==> config.mk <==
export PLATFORM = sky130hd
export DESIGN_NAME = wdt_unit_timer
export DESIGN_NICKNAME = d
export VERILOG_FILES = /design/src/rtl/wdt_pkg.sv /design/src/rtl/wdt_unit_prescaler.sv /design/src/rtl/wdt_count_fsm.sv /design/src/rtl/wdt_blink.sv /design/src/rtl/wdt_unit_timer.sv
export SDC_FILE = /design/constraint.sdc
export NUM_CORES = 1
export LEC_CHECK = 0
export BUFFER_PORTS_ARGS = -buffer_cell sky130_fd_sc_hd__buf_2
export CORE_MARGIN = 1
export CORE_UTILIZATION = 53
export DETAILED_ROUTE_END_ITERATION = 10
export GPL_ROUTABILITY_DRIVEN = 0
export GPL_TIMING_DRIVEN = 0
export PLACE_DENSITY_LB_ADDON = 0.1
export SLEW_MARGIN = 10
export SYNTH_ARGS = -nofsm -noshare
export SYNTH_HDL_FRONTEND = slang
export SYNTH_SLANG_ARGS = --single-unit
==> constraint.sdc <==
create_clock -name clk -period 2.8 [get_ports clk]
set_clock_uncertainty 0.15 [all_clocks]
set_input_delay 0.28 -clock clk [delete_from_list [all_inputs] [get_ports clk]]
set_output_delay 0.28 -clock clk [all_outputs]
set_load 0.03 [all_outputs]
==> src/rtl/wdt_pkg.sv <==
package wdt_pkg;
    typedef enum logic [1:0] {
        WD_IDLE  = 2'd0,
        WD_HALF  = 2'd1,
        WD_FULL  = 2'd2,
        WD_FIRED = 2'd3
    } wd_state_e;

    localparam int LED_EN_BIT = 3;
    localparam int FLAG_BIT   = 0;
endpackage

==> src/rtl/wdt_unit_prescaler.sv <==
module wdt_unit_prescaler #(
    parameter int UNIT_CYCLES = 20
) (
    input  logic clk,
    input  logic rst_n,
    input  logic restart,
    input  logic run,
    output logic unit_tick
);
    localparam int PW   = (UNIT_CYCLES > 2) ? $clog2(UNIT_CYCLES) : 1;
    localparam int HALF = UNIT_CYCLES / 2;

    logic [PW-1:0] pre_cnt;

    always_ff @(posedge clk or negedge rst_n) begin
        if (!rst_n) begin
            pre_cnt <= '0;
        end else if (restart) begin
            pre_cnt <= PW'(HALF - 1);
        end else if (run) begin
            if (pre_cnt == '0) pre_cnt <= PW'(UNIT_CYCLES - 1);
            else               pre_cnt <= pre_cnt - 1'b1;
        end
    end

    assign unit_tick = run && !restart && (pre_cnt == '0);

    p_tick_needs_run_r2: assert property (@(posedge clk) disable iff (!rst_n)
        restart |=> !unit_tick);
endmodule

==> src/rtl/wdt_count_fsm.sv <==
module wdt_count_fsm
    import wdt_pkg::*;
#(
    parameter int CNT_W = 8
) (
    input  logic             clk,
    input  logic             rst_n,
    input  logic             cnt_we,
    input  logic             sts_we,
    input  logic [CNT_W-1:0] wdata,
    input  logic             unit_tick,
    output logic [CNT_W-1:0] cnt_q,
    output logic             run,
    output logic             fire,
    output logic             flag
);
    wd_state_e        state, state_nxt;
    logic [CNT_W-1:0] units_left;
    logic [CNT_W-1:0] cnt_reg;
    logic             last_unit;

    assign last_unit = (units_left == CNT_W'(1));

    // next-state logic
    always_comb begin
        state_nxt = state;
        if (cnt_we) begin
            state_nxt = (wdata != '0) ? WD_HALF : WD_IDLE;
        end else begin
            unique case (state)
                WD_IDLE:  state_nxt = WD_IDLE;
                WD_HALF:  if (unit_tick) state_nxt = last_unit ? WD_FIRED : WD_FULL;
                WD_FULL:  if (unit_tick && last_unit) state_nxt = WD_FIRED;
                WD_FIRED: state_nxt = WD_FIRED;
            endcase
        end
    end

    // state register
    always_ff @(posedge clk or negedge rst_n) begin
        if (!rst_n) state <= WD_IDLE;
        else        state <= state_nxt;
    end

    // outputs of the sequencer
    always_comb begin
        run  = 1'b0;
        fire = 1'b0;
        unique case (state)
            WD_IDLE:  run = 1'b0;
            WD_HALF, WD_FULL: begin
                run  = 1'b1;
                fire = !cnt_we && unit_tick && last_unit;
            end
            WD_FIRED: run = 1'b0;
        endcase
    end

    always_ff @(posedge clk or negedge rst_n) begin
        if (!rst_n) begin
            units_left <= '0;
            cnt_reg    <= '0;
        end else if (cnt_we) begin
            units_left <= wdata;
            cnt_reg    <= wdata;
        end else if (run && unit_tick) begin
            units_left <= units_left - 1'b1;
        end
    end

    always_ff @(posedge clk or negedge rst_n) begin
        if (!rst_n)                            flag <= 1'b0;
        else if (fire)                         flag <= 1'b1;
        else if (sts_we && !wdata[FLAG_BIT])   flag <= 1'b0;
    end

    assign cnt_q = cnt_reg;

    p_idle_after_zero_r4: assert property (@(posedge clk) disable iff (!rst_n)
        (cnt_we && wdata == '0) |=> (state == WD_IDLE));
    p_reload_restarts_r3: assert property (@(posedge clk) disable iff (!rst_n)
        (cnt_we && wdata != '0) |=> (state == WD_HALF && units_left == $past(wdata)));
    p_fire_sets_flag_r5: assert property (@(posedge clk) disable iff (!rst_n)
        fire |=> (flag && state == WD_FIRED));
    p_flag_sticky_r6: assert property (@(posedge clk) disable iff (!rst_n)
        (flag && !sts_we) |=> flag);
endmodule

==> src/rtl/wdt_blink.sv <==
module wdt_blink #(
    parameter int BLINK_CYCLES = 4
) (
    input  logic clk,
    input  logic rst_n,
    input  logic en,
    output logic led
);
    localparam int BW = (BLINK_CYCLES > 2) ? $clog2(BLINK_CYCLES) : 1;

    logic [BW-1:0] div;

    always_ff @(posedge clk or negedge rst_n) begin
        if (!rst_n) begin
            div <= '0;
            led <= 1'b0;
        end else if (!en) begin
            div <= '0;
            led <= 1'b0;
        end else if (div == BW'(BLINK_CYCLES - 1)) begin
            div <= '0;
            led <= ~led;
        end else begin
            div <= div + 1'b1;
        end
    end

    p_led_off_r7: assert property (@(posedge clk) disable iff (!rst_n)
        !en |=> !led);
endmodule

==> src/rtl/wdt_unit_timer.sv <==
module wdt_unit_timer
    import wdt_pkg::*;
#(
    parameter int UNIT_CYCLES  = 20,
    parameter int RST_CYCLES   = 3,
    parameter int BLINK_CYCLES = 4
) (
    input  logic       clk,
    input  logic       rst_n,
    input  logic       cnt_we,
    input  logic       ctl_we,
    input  logic       sts_we,
    input  logic [7:0] wdata,
    input  logic       dev_active,
    output logic [7:0] cnt_q,
    output logic [7:0] ctl_q,
    output logic [7:0] sts_q,
    output logic       wdt_rst_o,
    output logic       led_o
);
    localparam int RW = $clog2(RST_CYCLES + 1);

    logic          run, fire, flag, unit_tick, led_en, led_raw;
    logic [RW-1:0] rst_left;

    wdt_unit_prescaler #(.UNIT_CYCLES(UNIT_CYCLES)) u_pre (
        .clk       (clk),
        .rst_n     (rst_n),
        .restart   (cnt_we && (wdata != 8'h00)),
        .run       (run),
        .unit_tick (unit_tick)
    );

    wdt_count_fsm #(.CNT_W(8)) u_fsm (
        .clk       (clk),
        .rst_n     (rst_n),
        .cnt_we    (cnt_we),
        .sts_we    (sts_we),
        .wdata     (wdata),
        .unit_tick (unit_tick),
        .cnt_q     (cnt_q),
        .run       (run),
        .fire      (fire),
        .flag      (flag)
    );

    wdt_blink #(.BLINK_CYCLES(BLINK_CYCLES)) u_blink (
        .clk   (clk),
        .rst_n (rst_n),
        .en    (flag && led_en),
        .led   (led_raw)
    );

    always_ff @(posedge clk or negedge rst_n) begin
        if (!rst_n)      led_en <= 1'b0;
        else if (ctl_we) led_en <= wdata[LED_EN_BIT];
    end

    always_ff @(posedge clk or negedge rst_n) begin
        if (!rst_n)              rst_left <= '0;
        else if (fire)           rst_left <= RW'(RST_CYCLES);
        else if (rst_left != '0) rst_left <= rst_left - 1'b1;
    end

    always_comb begin
        ctl_q             = 8'h00;
        ctl_q[LED_EN_BIT] = led_en;
        sts_q             = 8'h00;
        sts_q[FLAG_BIT]   = flag;
    end

    assign wdt_rst_o = dev_active && (rst_left != '0);
    assign led_o     = dev_active && led_raw;

    p_pulse_on_fire_r5: assert property (@(posedge clk) disable iff (!rst_n)
        fire |=> (rst_left != '0 && flag));
endmodule

# Yosys cells after proc, flatten, opt, wreduce, memory -nomap -nowiden
# Cells that the tools add are included.
# totals
reg_bits	30
out_inout_bits	26
mem_count	0
mem_bits_rw	0
mem_bits_ro	0
latchBits	0
# op_classes
n_bitwise	1
shift	0
reduce_logical	25
div_mod_pow	0
magnitude_cmp	0
mul	0
n_addsub	4
muxes	21
n_eq_ne	8
# ops
cell	count
two-way mux 8 bit	2
two-way mux 5 bit	3
two-way mux 2 bit	7
logical AND 1 bit	11
nonzero test 2 bit	5
equality test 8 x 1 -> 1 bit (second input constant)	1
one-hot mux 2 bit (4 select lines)	1
nonzero test 8 bit	1
subtractor 8 x 1 -> 8 bit (second input constant)	1
two-way mux 1 bit	7
equality test 2 bit (second input constant)	3
!= test 3 x 2 -> 1 bit (second input constant)	2
logical NOT 5 bit	1
subtractor 5 x 1 -> 5 bit (second input constant)	1
OR reduction 2 bit	2
logical NOT 1 bit	3
adder 2 x 1 -> 2 bit (second input constant)	1
equality test 2 x 1 -> 1 bit (second input constant)	1
logical NOT 2 bit	1
!= test 2 bit (second input constant)	1
one-hot mux 1 bit (2 select lines)	1
AND reduction 2 bit	1
subtractor 2 x 1 -> 2 bit (second input constant)	1
inverter 1 bit	1

# Logic depth before layout (Yosys ltp)
# depth
ltp_word	9
ltp_mapped	7

# Hierarchy
# A second synthesis with hierarchy kept.
# unflattened
cells_unflattened	173
hier_area_um2	1684.1
# modules_own_cells
module	seq_area_each_um2	cells_per_inst	area_per_inst_um2	n_inst
wdt_count_fsm	475.5	104	993.5	1
wdt_unit_timer	75.1	35	304.0	1
wdt_unit_prescaler	125.1	26	270.3	1
wdt_blink	75.1	8	116.4	1

# Worst setup path before layout
# Ideal clock, no wire load.
# synth_path
path_type	register to register
startpoint	reg u_fsm.state[0]
endpoint	reg u_fsm.state[0]
required_time_ps	2525
setup_ps	125
synth_period_minus_slack_ps	1979
arrival_time_ps	1704
stages_incl_launch_ff	7
path_slack_ps	821
n_path_buf	0
cell_sequence	dfrtp_1 > inv_1 > ha_1 > nand2_1 > or3_1 > o2111ai_2 > mux2_4
# synth_via
elab_chain_cells	8
elab_cells_between_ends	15
classes_between	eq/ne: 5; mux: 3; reduce/logical: 7
# synth_rtl
item	line_no	source
from (decl)	wdt_count_fsm.sv:17	wd_state_e state, state_nxt;
from (signal assigned)	wdt_count_fsm.sv:42	else state <= state_nxt;
equality test 2 bit (tied with other cells)	wdt_count_fsm.sv:30, wdt_count_fsm.sv:49	
OR reduction 2 bit (on tied branches)	n/a	
one-hot mux 1 bit (2 select lines)	wdt_count_fsm.sv:49	unique case (state)
logical AND 1 bit (2 in a row)	wdt_unit_prescaler.sv:26	assign unit_tick = run && !restart && (pre_cnt == '0);
logical AND 1 bit	wdt_count_fsm.sv:33	WD_FULL: if (unit_tick && last_unit) state_nxt = WD_FIRED;
!= test 3 x 2 -> 1 bit (no line)	n/a	
AND reduction 2 bit (no line)	n/a	
# Parallel ways exist; a longest one is shown, timed or not.
# A chain may end at the register's enable or synchronous reset.

# Final worst setup path
# Ends and elaborated chain as after synthesis.

==> impl_metrics.json <==
{
  "cts_num_sinks": 30,
  "outcome": "completed",
  "vias": 1315,
  "placed_area_um2": 1910,
  "whs_ns": 0.0471,
  "start_util": 0.554,
  "grt_pass1_wl_mm": 5.57,
  "syn_area_per_cell_um2": 9.53,
  "clock_latency_ns": 0.31,
  "hpwl_mm": 2.44,
  "vdd_drop_max_v": 0.000378,
  "wl_per_cell_um": 12.1,
  "pin_count": 40,
  "cp-start-kind": "flip-flop",
  "grt_pass1_vias": 1292,
  "synth-simple-area-share": 0.173,
  "gr-usage-met3": 0.0558,
  "firstDrtPassIters": 4,
  "rsz0062_at_grt": "false",
  "drcViolationCount": 0,
  "hp-class": "primary input to flip-flop",
  "leakagePower_nw": 1.00,
  "relSlewSlack": 0.570,
  "fin_crit_ns": 2.20,
  "design.die.area_um2": 3390,
  "hold_violations": 0,
  "layout.cells.non_filler": 267,
  "arrival_ns": 2.26,
  "cts_tree": "done",
  "synth-edff-count": 0,
  "setup_violations": 0,
  "io_buffers": 25,
  "synthMuxAreaShare": 0.0306,
  "synth-main-ff-cell": "dfrtp_1",
  "ctsResizeCount": 0,
  "worstSetupPathType": "flip-flop to flip-flop",
  "antenna_left": 0,
  "synth_xor_area_frac": 0.0313,
  "final_layout_size_suffix_gt1_frac": 0.256,
  "powerDensity_nw_per_um2": 687,
  "antenna_found_initial": 0,
  "tns_ns": 0,
  "max_stage_delay_ns": 0.43,
  "path_clk_slew_ns": 0.09,
  "max_freq_mhz": 455,
  "die_y_um": 58.3,
  "ys_warn_count": 0,
  "grt_use_met2": 0.353,
  "synth_area_leaders": "dfrtp_1 (45%), buf_4 (7.2%), ha_1 (6.7%), o21ai_0 (4.5%), inv_1 (4.3%)",
  "async_flop_share": 1.00,
  "ys_types": 43,
  "top_usage_layer": "met2",
  "slowest_stage": "dfrtp_1",
  "nets": 245,
  "drt-initial-drc-count": 38,
  "numCtsBuffers": 5,
  "grtUsageMet1": 0.275,
  "grt_use_total": 0.217,
  "required_ns": 2.86,
  "synth_top_area_frac": 0.447,
  "min_period_over_period": 0.785,
  "gr-total-overflow": 0,
  "synth_top_cell_by_area": "dfrtp_1",
  "grt_max_degree": 31,
  "synth-seq-cells": 30,
  "wl_mm": 3.22,
  "cap_violations": 0,
  "syn_inst": 176,
  "root_buffer": "clkbuf_4",
  "crit_path_end_kind": "flip-flop",
  "slew_violations": 0,
  "synth_compound_area_frac": 0.125,
  "synth.cell_area_um2": 1680,
  "cts_buffer_depth": 2,
  "row_count": 20,
  "cts_setup_buffers": 0,
  "ys_seq_area_frac": 0.447,
  "place_inst": 258,
  "die_w_um": 58.3,
  "via_per_inst": 4.93,
  "synth_top_family_by_area": "simple AND/OR/NAND/NOR gates",
  "syn_to_final_growth_pct": 17.8,
  "synth_fa_ha_area_frac": 0.0671,
  "fin_area_um2": 1980,
  "crit_chain": "inv_1, ha_1, nand2_1, or3_1, o2111ai_2, mux2_4",
  "antenna_cells": 0,
  "worst_pin_slew_ns": 0.644,
  "htree_levels": 2,
  "coreArea_um2": 3030,
  "critPathMaxFanout": 8
}
==> cell usage after synthesis, types with 2 or more instances <==
cell type	n
buf_4	16
or4_1	3
mux2_4	2
nand4_1	4
a311oi_1	2
a21oi_1	4
ha_1	9
or3_1	3
nand2_1	17
nor3_1	4
o31ai_1	2
clkbuf_1	2
nor2_1	6
o21ai_0	15
dfrtp_1	30
nand3_1	5
xnor2_1	2
o211ai_1	2
inv_1	19
xor2_1	4
and2_1	3
==> metrics by stage <==
stage,setup slack [ns],total power (W),utilization
3_3_place_gp,0.690,0.00107,0.630
4_1_cts,0.602,0.00136,0.653
3_5_place_dp,0.617,0.00110,0.630
5_1_grt,0.453,0.00146,0.653
2_1_floorplan,0.821,0.000972,-
6_report,0.602,0.00136,0.653
==> logic make-up (layout without fill, tap and decap cells) <==
family,count (synthesis),in the layout
AO/OA/AOI/OAI,33,33
XOR/XNOR,6,6
adder cells (fa/ha/maj),9,9
buffers and inverters,39,73
flip-flops,30,30
multiplexers,4,4
other,1,14
AND/OR/NAND/NOR,54,54
==> repair_timing <==
action / in CTS / in global routing
hold buffers: 1 / 0
endpoints found under the hold margin: 30 / 0
setup endpoints to repair: 0 / 0
==> worst paths after layout <==
check,startpoint,to,slack (ns),cells past startpoint
worst min-delay path,wdata[6],u_fsm.units_left[6]$_DFFE_PN0P_,0.05,3
worst max register to register,u_fsm.state[0]$_DFFE_PN0P_,u_fsm.state[0]$_DFFE_PN0P_,0.60,6
worst max-delay path,u_fsm.state[0]$_DFFE_PN0P_,u_fsm.state[0]$_DFFE_PN0P_,0.60,6
worst min register to register,u_blink.div[0]$_DFF_PN0_,u_blink.div[0]$_DFF_PN0_,0.30,1
min in group asynchronous,rst_n,u_fsm.state[1]$_DFFE_PN0P_,0.36,2
max in group asynchronous,rst_n,u_fsm.units_left[6]$_DFFE_PN0P_,1.71,2
==> worst max-delay path: cells and delay by family, from the launching register on <==
family,cells,cell delay [ns]
DFF,1,0.43
adders and majority gates,1,0.42
AOI/OAI and AO/OA,1,0.12
and+or+nand+nor,2,0.57
muxes,1,0.32
buffers and inverters,1,0.08
==> flip-flops by register name (all words and copies together), names as in the netlist <==
signal            count
led_en                1
rst_left              2
u_blink.div           2
u_blink.led           1
u_fsm.cnt_q           8
u_fsm.flag            1
u_fsm.state           2
u_fsm.units_left      8
u_pre.pre_cnt         5
==> final cells by class <==
type                       count  area (um2)
buffer                        20         136
clock buffer                   7        55.1
clock inverter                 1        5.00
fill                         258        1050
inverter                      19        71.3
multi-input combinational    120         768
sequential                    30         751
tap                           44        55.1
timing repair buffer          26         135
==> routing by layer <==
| metal | routed length [um] | up-vias | part of all wire |
|---|---|---|---|
| met4 | 48 | 0 | 0.015 |
| met5 | 0 | - | 0 |
| li1 | - | 668 | - |
| met2 | 1460 | 37 | 0.45 |
| met3 | 175 | 7 | 0.054 |
| met1 | 1530 | 603 | 0.48 |
==> cell usage in the layout, fill, tap and decap left out, types with 2 or more instances in the layout <==
master     n
dfrtp_1   30
buf_2     26
inv_1     19
nand2_1   17
buf_4     16
o21ai_0   15
conb_1    14
ha_1       9
nor2_1     6
nand3_1    5
clkbuf_4   5
nor3_1     4
nand4_1    4
a21oi_1    4
xor2_1     4
and2_1     3
clkbuf_1   3
or4_1      3
or3_1      3
o211ai_1   2
o31ai_1    2
mux2_4     2
xnor2_1    2
a311oi_1   2
==> power by group <==
part           leakage [nW]  switching (W)  internal, W
Sequential            0.368      0.0000743     0.000510
Combinational         0.598       0.000301     0.000209
Clock                0.0353       0.000143     0.000122
(Power assumes the default switching activity.)
